### src/rtl/lcd4_pkg.sv
package lcd4_pkg;
  typedef enum logic [1:0] {TOP_EXEC, TOP_IDLE, TOP_SEND} top_st_e;
  typedef enum logic [1:0] {SB_IDLE, SB_SETUP, SB_HIGH, SB_HOLD} stb_st_e;

  localparam int BOOT_LEN = 3;

  // power-up command list: 4-bit two-line, display+cursor on, clear
  function automatic logic [7:0] boot_cmd(input logic [1:0] idx);
    case (idx)
      2'd0:    return 8'h28;
      2'd1:    return 8'h0E;
      default: return 8'h01;
    endcase
  endfunction

  // upper half goes out first
  function automatic logic [3:0] pick_nibble(input logic [7:0] b, input logic second);
    return second ? b[3:0] : b[7:4];
  endfunction

  function automatic int unsigned exec_wait(input logic [7:0] b, input logic is_data,
                                            input int unsigned short_w, input int unsigned long_w);
    return (!is_data && b == 8'h01) ? long_w : short_w;
  endfunction
endpackage

### src/rtl/lcd4_delay_timer.sv
module lcd4_delay_timer #(
  parameter int CW      = 8,
  parameter int RST_VAL = 100
) (
  input  logic          clk,
  input  logic          rst_n,
  input  logic          load,
  input  logic [CW-1:0] load_val,
  output logic          expired
);
  logic [CW-1:0] cnt_q;

  always_ff @(posedge clk) begin
    if (!rst_n)            cnt_q <= CW'(RST_VAL);
    else if (load)         cnt_q <= load_val;
    else if (cnt_q != '0)  cnt_q <= cnt_q - 1'b1;
  end

  assign expired = (cnt_q == '0);

  p_load_clears_r8: assert property (@(posedge clk) disable iff (!rst_n)
    (load && load_val != '0) |=> !expired);
endmodule

### src/rtl/lcd4_nibble_strobe.sv
module lcd4_nibble_strobe
  import lcd4_pkg::*;
#(
  parameter int SETUP_CYC = 2,
  parameter int PULSE_CYC = 4,
  parameter int HOLD_CYC  = 2
) (
  input  logic       clk,
  input  logic       rst_n,
  input  logic       start,
  input  logic [7:0] start_byte,
  input  logic       start_rs,
  output logic       done,
  output logic       lcd_en,
  output logic       lcd_rs,
  output logic [3:0] lcd_d
);
  localparam int MAXC = (SETUP_CYC > PULSE_CYC) ?
                        ((SETUP_CYC > HOLD_CYC) ? SETUP_CYC : HOLD_CYC) :
                        ((PULSE_CYC > HOLD_CYC) ? PULSE_CYC : HOLD_CYC);
  localparam int SW = $clog2(MAXC + 1);

  stb_st_e       st_q;
  logic [SW-1:0] cnt_q;
  logic          second_q;
  logic [7:0]    byte_q;
  logic          rs_q;
  logic          cnt_end;

  assign cnt_end = (cnt_q == '0);

  always_ff @(posedge clk) begin
    if (!rst_n) begin
      st_q <= SB_IDLE; cnt_q <= '0; second_q <= 1'b0; byte_q <= '0; rs_q <= 1'b0;
    end else begin
      case (st_q)
        SB_IDLE: if (start) begin
          byte_q <= start_byte; rs_q <= start_rs; second_q <= 1'b0;
          st_q <= SB_SETUP; cnt_q <= SW'(SETUP_CYC - 1);
        end
        SB_SETUP: if (cnt_end) begin st_q <= SB_HIGH; cnt_q <= SW'(PULSE_CYC - 1); end
                  else cnt_q <= cnt_q - 1'b1;
        SB_HIGH:  if (cnt_end) begin st_q <= SB_HOLD; cnt_q <= SW'(HOLD_CYC - 1); end
                  else cnt_q <= cnt_q - 1'b1;
        SB_HOLD:  if (cnt_end) begin
                    if (!second_q) begin
                      second_q <= 1'b1; st_q <= SB_SETUP; cnt_q <= SW'(SETUP_CYC - 1);
                    end else st_q <= SB_IDLE;
                  end else cnt_q <= cnt_q - 1'b1;
        default:  st_q <= SB_IDLE;
      endcase
    end
  end

  assign done   = (st_q == SB_HOLD) && cnt_end && second_q;
  assign lcd_en = (st_q == SB_HIGH);
  assign lcd_rs = rs_q;
  assign lcd_d  = pick_nibble(byte_q, second_q);

  p_setup_stable_r4: assert property (@(posedge clk) disable iff (!rst_n)
    $rose(lcd_en) |-> ($stable(lcd_d) && $stable(lcd_rs)));
  p_high_stable_r4: assert property (@(posedge clk) disable iff (!rst_n)
    (lcd_en && $past(lcd_en)) |-> ($stable(lcd_d) && $stable(lcd_rs)));
endmodule

### src/rtl/lcd4_writer.sv
module lcd4_writer
  import lcd4_pkg::*;
#(
  parameter int SETUP_CYC  = 2,
  parameter int PULSE_CYC  = 4,
  parameter int HOLD_CYC   = 2,
  parameter int SHORT_WAIT = 40,
  parameter int LONG_WAIT  = 200,
  parameter int PWRUP_WAIT = 100
) (
  input  logic       clk,
  input  logic       rst_n,
  input  logic       in_valid,
  output logic       in_ready,
  input  logic [7:0] in_byte,
  input  logic       in_is_data,
  output logic       lcd_rs,
  output logic       lcd_rw,
  output logic       lcd_en,
  output logic [3:0] lcd_d
);
  localparam int MAXW0 = (LONG_WAIT > SHORT_WAIT) ? LONG_WAIT : SHORT_WAIT;
  localparam int MAXW  = (MAXW0 > PWRUP_WAIT) ? MAXW0 : PWRUP_WAIT;
  localparam int CW    = $clog2(MAXW + 1);

  top_st_e       st_q;
  logic [1:0]    boot_idx_q;
  logic [7:0]    cur_byte_q;
  logic          cur_data_q;
  logic          boot_pending, tmr_expired, tmr_load, stb_done, stb_start, start_data;
  logic [7:0]    start_byte;
  logic [CW-1:0] tmr_val;

  assign boot_pending = (boot_idx_q < 2'(BOOT_LEN));
  assign in_ready     = (st_q == TOP_IDLE);
  assign lcd_rw       = 1'b0;
  assign tmr_load     = (st_q == TOP_SEND) && stb_done;
  assign tmr_val      = CW'(exec_wait(cur_byte_q, cur_data_q, SHORT_WAIT, LONG_WAIT));

  always_comb begin
    stb_start  = 1'b0;
    start_byte = in_byte;
    start_data = in_is_data;
    if (st_q == TOP_EXEC && tmr_expired && boot_pending) begin
      stb_start  = 1'b1;
      start_byte = boot_cmd(boot_idx_q);
      start_data = 1'b0;
    end else if (st_q == TOP_IDLE && in_valid) begin
      stb_start  = 1'b1;
    end
  end

  always_ff @(posedge clk) begin
    if (!rst_n) begin
      st_q <= TOP_EXEC; boot_idx_q <= '0; cur_byte_q <= '0; cur_data_q <= 1'b0;
    end else begin
      case (st_q)
        TOP_EXEC: if (tmr_expired) begin
          if (boot_pending) begin
            cur_byte_q <= start_byte; cur_data_q <= 1'b0;
            boot_idx_q <= boot_idx_q + 1'b1; st_q <= TOP_SEND;
          end else st_q <= TOP_IDLE;
        end
        TOP_IDLE: if (in_valid) begin
          cur_byte_q <= in_byte; cur_data_q <= in_is_data; st_q <= TOP_SEND;
        end
        TOP_SEND: if (stb_done) st_q <= TOP_EXEC;
        default:  st_q <= TOP_EXEC;
      endcase
    end
  end

  lcd4_nibble_strobe #(.SETUP_CYC(SETUP_CYC), .PULSE_CYC(PULSE_CYC), .HOLD_CYC(HOLD_CYC)) u_strobe (
    .clk(clk), .rst_n(rst_n), .start(stb_start), .start_byte(start_byte), .start_rs(start_data),
    .done(stb_done), .lcd_en(lcd_en), .lcd_rs(lcd_rs), .lcd_d(lcd_d));

  lcd4_delay_timer #(.CW(CW), .RST_VAL(PWRUP_WAIT)) u_timer (
    .clk(clk), .rst_n(rst_n), .load(tmr_load), .load_val(tmr_val), .expired(tmr_expired));

  // observation: cycles since enable last fell, and the wait last requested
  logic [CW:0]   gap_q;
  logic [CW-1:0] need_q;
  always_ff @(posedge clk) begin
    if (!rst_n) begin gap_q <= '0; need_q <= '0; end
    else begin
      if (lcd_en) gap_q <= '0;
      else if (gap_q != '1) gap_q <= gap_q + 1'b1;
      if (tmr_load) need_q <= tmr_val;
    end
  end

  p_accept_drops_ready_r7: assert property (@(posedge clk) disable iff (!rst_n)
    (in_valid && in_ready) |=> !in_ready);
  p_no_en_when_ready_r7: assert property (@(posedge clk) disable iff (!rst_n)
    in_ready |-> !lcd_en);
  p_wait_met_r8: assert property (@(posedge clk) disable iff (!rst_n)
    $rose(in_ready) |-> (gap_q >= {1'b0, need_q}));
  p_boot_blocks_ready_r6: assert property (@(posedge clk) disable iff (!rst_n)
    boot_pending |-> !in_ready);
endmodule

### config.mk
export PLATFORM = sky130hd
export DESIGN_NAME = lcd4_writer
export DESIGN_NICKNAME = d
export VERILOG_FILES = /design/src/rtl/lcd4_pkg.sv /design/src/rtl/lcd4_delay_timer.sv /design/src/rtl/lcd4_nibble_strobe.sv /design/src/rtl/lcd4_writer.sv
export SDC_FILE = /design/constraint.sdc
export NUM_CORES = 1
export LEC_CHECK = 0
export BUFFER_PORTS_ARGS = -buffer_cell sky130_fd_sc_hd__clkbuf_2
export CAP_MARGIN = 30
export CORE_MARGIN = 2
export CORE_UTILIZATION = 40
export DETAILED_ROUTE_END_ITERATION = 16
export GPL_ROUTABILITY_DRIVEN = 0
export HOLD_SLACK_MARGIN = 0.02
export PLACE_DENSITY_LB_ADDON = 0.15
export SLEW_MARGIN = 20
export SYNTH_ARGS = -nofsm -noshare
export SYNTH_HDL_FRONTEND = slang
export SYNTH_SLANG_ARGS = --single-unit
### constraint.sdc
create_clock -name clk -period 2.95 [get_ports clk]
set_input_delay 0.1475 -clock clk [delete_from_list [all_inputs] [get_ports clk]]
set_output_delay 0.1475 -clock clk [all_outputs]
set_load 0.05 [all_outputs]
==> impl_metrics.csv <==
group,metric,value,unit
timing,worst_slack,0.808,ns
synth,yosys_warnings,0,
route,wl_met3,170,um
synth,syn_area,1880,um2
synth,synthCells,221,
worst_setup_path,rr_startpoint,"u_timer.cnt_q[0]$_SDFFE_PN0P_",
timing,finalMaxSlewViolations,0,
worst_setup_path,setup.worst_path.start,"u_timer.cnt_q[0]$_SDFFE_PN0P_",
power,power.internal,729,uW
power,leakage,0.761,nW
die,fp.dieW,72.5,um
route,wire_per_inst,15.0,um
grt,grt_max_degree,19,
route,dr.pass1.iters,4,
hold_path,whs_path_depth,3,
worst_setup_path,start_kind,"flip-flop",
placement,dp_slack,0.817,ns
die,rows,24,
route,routed.top_layer,"met4",
timing,hold_viol,0,
grt,grt-ovfl-total,0,
worst_setup_path,cp-end-kind,"flip-flop",
timing,worst_slew_pin_slew,0.595,ns
synth,async_flop_share,0,%
route,drt_iter0_drc,71,
die,io-pin-count,20,
power,clockPowerShare,32.9,%
cts,cts_root_buf,"clkbuf_8",
worst_setup_path,ff2ff_path_depth,6,
route,wl_met2,1870,um
synth,synth_top_cell_by_area,"dfxtp_1",
cts,postCtsHoldBufs,0,
cells_and_area,design_area,2060,um2
synth,synth_edf_count,0,
cts,clockBufferDepth,2,
timing,finalCritPeriodShare,72.6,%
synth,synth.yosys.seq_area_share,38.4,%
power,power_density,493,nW/um2
synth,synth_cell_type_count,51,
power,power.net_switching,285,uW
job,drv_cap,0,
cts,post_cts_buffers,0,
die,initial_core_util,42.3,%
cts,cts.repair.resized,0,
cells_and_area,drive_above_1_share,17.0,%
power,comb_power_share,13.5,%
placement,dp_hpwl,3090,um
placement,place_area,1980,um2
hold_path,min-delay-start,"in_byte[6]",
placement,io_buffers,18,
synth,yosysTopAreaCellShare,38.4,%
route,ant_nets,0,
die,dieArea,5260,um2
route,vias,1574,
timing,period_needed,2.14,ns
worst_setup_path,cp.arrival,2.38,ns
grt,antenna_found_initial,0,
synth,synth_most_common_cell,"dfxtp_1",
grt,grt_pass1_vias,1523,
cts,clkTransAtPathRegs,0.07,ns
synth,synth.avg_cell_area,8.50,um2
cts,cts_buffers,5,
timing,fmax,467,MHz
worst_setup_path,worst_ep_required_time,3.18,ns
grt,globalRouteTotalUtil,18.5,%
timing,fin_worst_skew,0.00668,ns
cells_and_area,syn_to_final_growth,9.59,%
run_status,status,"finished, final reports clean",
synth,synth_ff_type,"dfxtp_1",
synth,synthTopCellsByArea,"dfxtp_1 38%, nand2_1 6.6%, ha_1 6.0%",
timing,slew_headroom,60.1,%
synth,synthesis.nets,242,
cts,tritoncts,"done",
power,p_seq_share,53.6,%
route,drc,0,
worst_setup_path,path_cells,"inv_1 -> ha_1 -> nor3b_2 -> nand3_2 -> a31oi_1 -> o221a_1",
worst_setup_path,crit_fanout,17,
cts,cts.sinks,36,
synth,yosys-top-cells-count,"36 x dfxtp_1, 33 x nand2_1, 16 x a21oi_1, 16 x nor2_1",
die,die_y,72.5,um
worst_setup_path,critPathMaxStageDelay,0.42,ns
cts,htreeDepth,2,
worst_setup_path,slowest_stage,"a31oi_1",
grt,grt_first_pass_wirelength,7460,um
route,met1_length,2210,um
route,routed_wl,4310,um
die,core-area,4440,um2
cells_and_area,antenna_cells,0,
timing,fin_tns_setup,0,ns
timing,rsz0062_at_grt,"false",
power,ir_drop,0.257,mV
timing,setup_viol,0,
hold_path,hold_class,"in2reg",
cells_and_area,nNetsFinal,256,
worst_setup_path,critPathKind,"reg2reg",
cts,clkLatencyLatePin,0.29,ns
synth,ys_ff_latch,36,
route,via_per_inst,5.48,
power,switching_share,28.1,%
-- state kept, by name (all words and copies together), names as in the netlist --
name,flops
u_strobe.st_q,2
u_strobe.cnt_q,3
u_strobe.lcd_rs,1
u_strobe.byte_q,8
cur_data_q,1
boot_idx_q,2
cur_byte_q,8
u_strobe.second_q,1
u_timer.cnt_q,8
st_q,2
-- cell families after synthesis --
kind of cell	share of synthesized area [%]
flops	38.4
xor+xnor	3.26
other cells	0.200
simple gates	23.6
compound gates	18.6
buf+inv	4.80
mux	5.20
fa+ha+maj	6.00
-- power by group through the flow --
| stage | Sequential [mW] | Combinational [mW] | Clock, mW |
|---|---|---|---|
| 2_1_floorplan | 0.547 | 0.109 | 0 |
| 3_3_place_gp | 0.554 | 0.137 | 0 |
| 3_5_place_dp | 0.554 | 0.138 | 0 |
| 4_1_cts | 0.543 | 0.138 | 0.341 |
| 5_1_grt | 0.548 | 0.158 | 0.366 |
| 6_report | 0.544 | 0.137 | 0.333 |
-- layer usage --
layer / track usage [%] / vias up
met5: 0 / -
met4: 5.56 / 0
met2: 27.2 / 25
li1: - / 817
met3: 5.14 / 7
met1: 26.2 / 725
-- final timing paths --
path / to / slack (ns)
hold reg to reg: cur_byte_q[6]$_SDFFE_PN0P_ / 0.46
hold / removal: cur_byte_q[6]$_SDFFE_PN0P_ / 0.1
setup / recovery: u_strobe.st_q[0]$_SDFFE_PN0P_ / 0.81
setup reg to reg: u_strobe.st_q[0]$_SDFFE_PN0P_ / 0.81
-- area by class of cell --
type | instances | area (um2)
clock buffers | 6 | 72.6
clock inverters | 1 | 5.00
fillers | 456 | 2390
inverters | 10 | 37.5
multi-input cells | 164 | 1070
flip-flops and latches | 36 | 721
well taps | 52 | 65.1
repair buffers | 18 | 90.1
-- stage by stage --
step / total power [mW] / util [%] / hold WS [ns] / std cells
2_1_floorplan: 0.656 / - / 0.283 / 221
3_3_place_gp: 0.691 / 44.6 / 0.396 / 280
3_5_place_dp: 0.692 / 44.6 / 0.395 / 280
4_1_cts: 1.02 / 46.3 / 0.0901 / 287
5_1_grt: 1.07 / 46.3 / 0.0942 / 287
6_report: 1.01 / 46.3 / 0.0976 / 287
-- worst max-delay path, delay by kind of cell, from the launching register on --
kind / cells / cell delay, ns
DFF: 1 / 0.34
buffers and inverters: 1 / 0.12
and+or+nand+nor: 2 / 0.78
adders and majority gates: 1 / 0.19
AOI/OAI and AO/OA: 2 / 0.66
-- placed cells by master, fill, tap and decap left out, types with 2 or more instances in the layout --
master	count
a31oi_1	9
dfxtp_1	36
mux2_2	6
nor2_1	16
nor4b_1	2
inv_1	9
a21oi_1	16
a211oi_1	3
nor3_1	6
nand3_1	7
mux2i_1	3
ha_1	9
o21ai_1	7
and4b_1	2
o21ai_0	7
nand4_1	2
xnor2_1	2
xor2_1	5
clkbuf_8	5
o221a_1	2
clkbuf_2	18
nand2_1	33
a31o_2	2
Power figures use the tool's default switching activity.
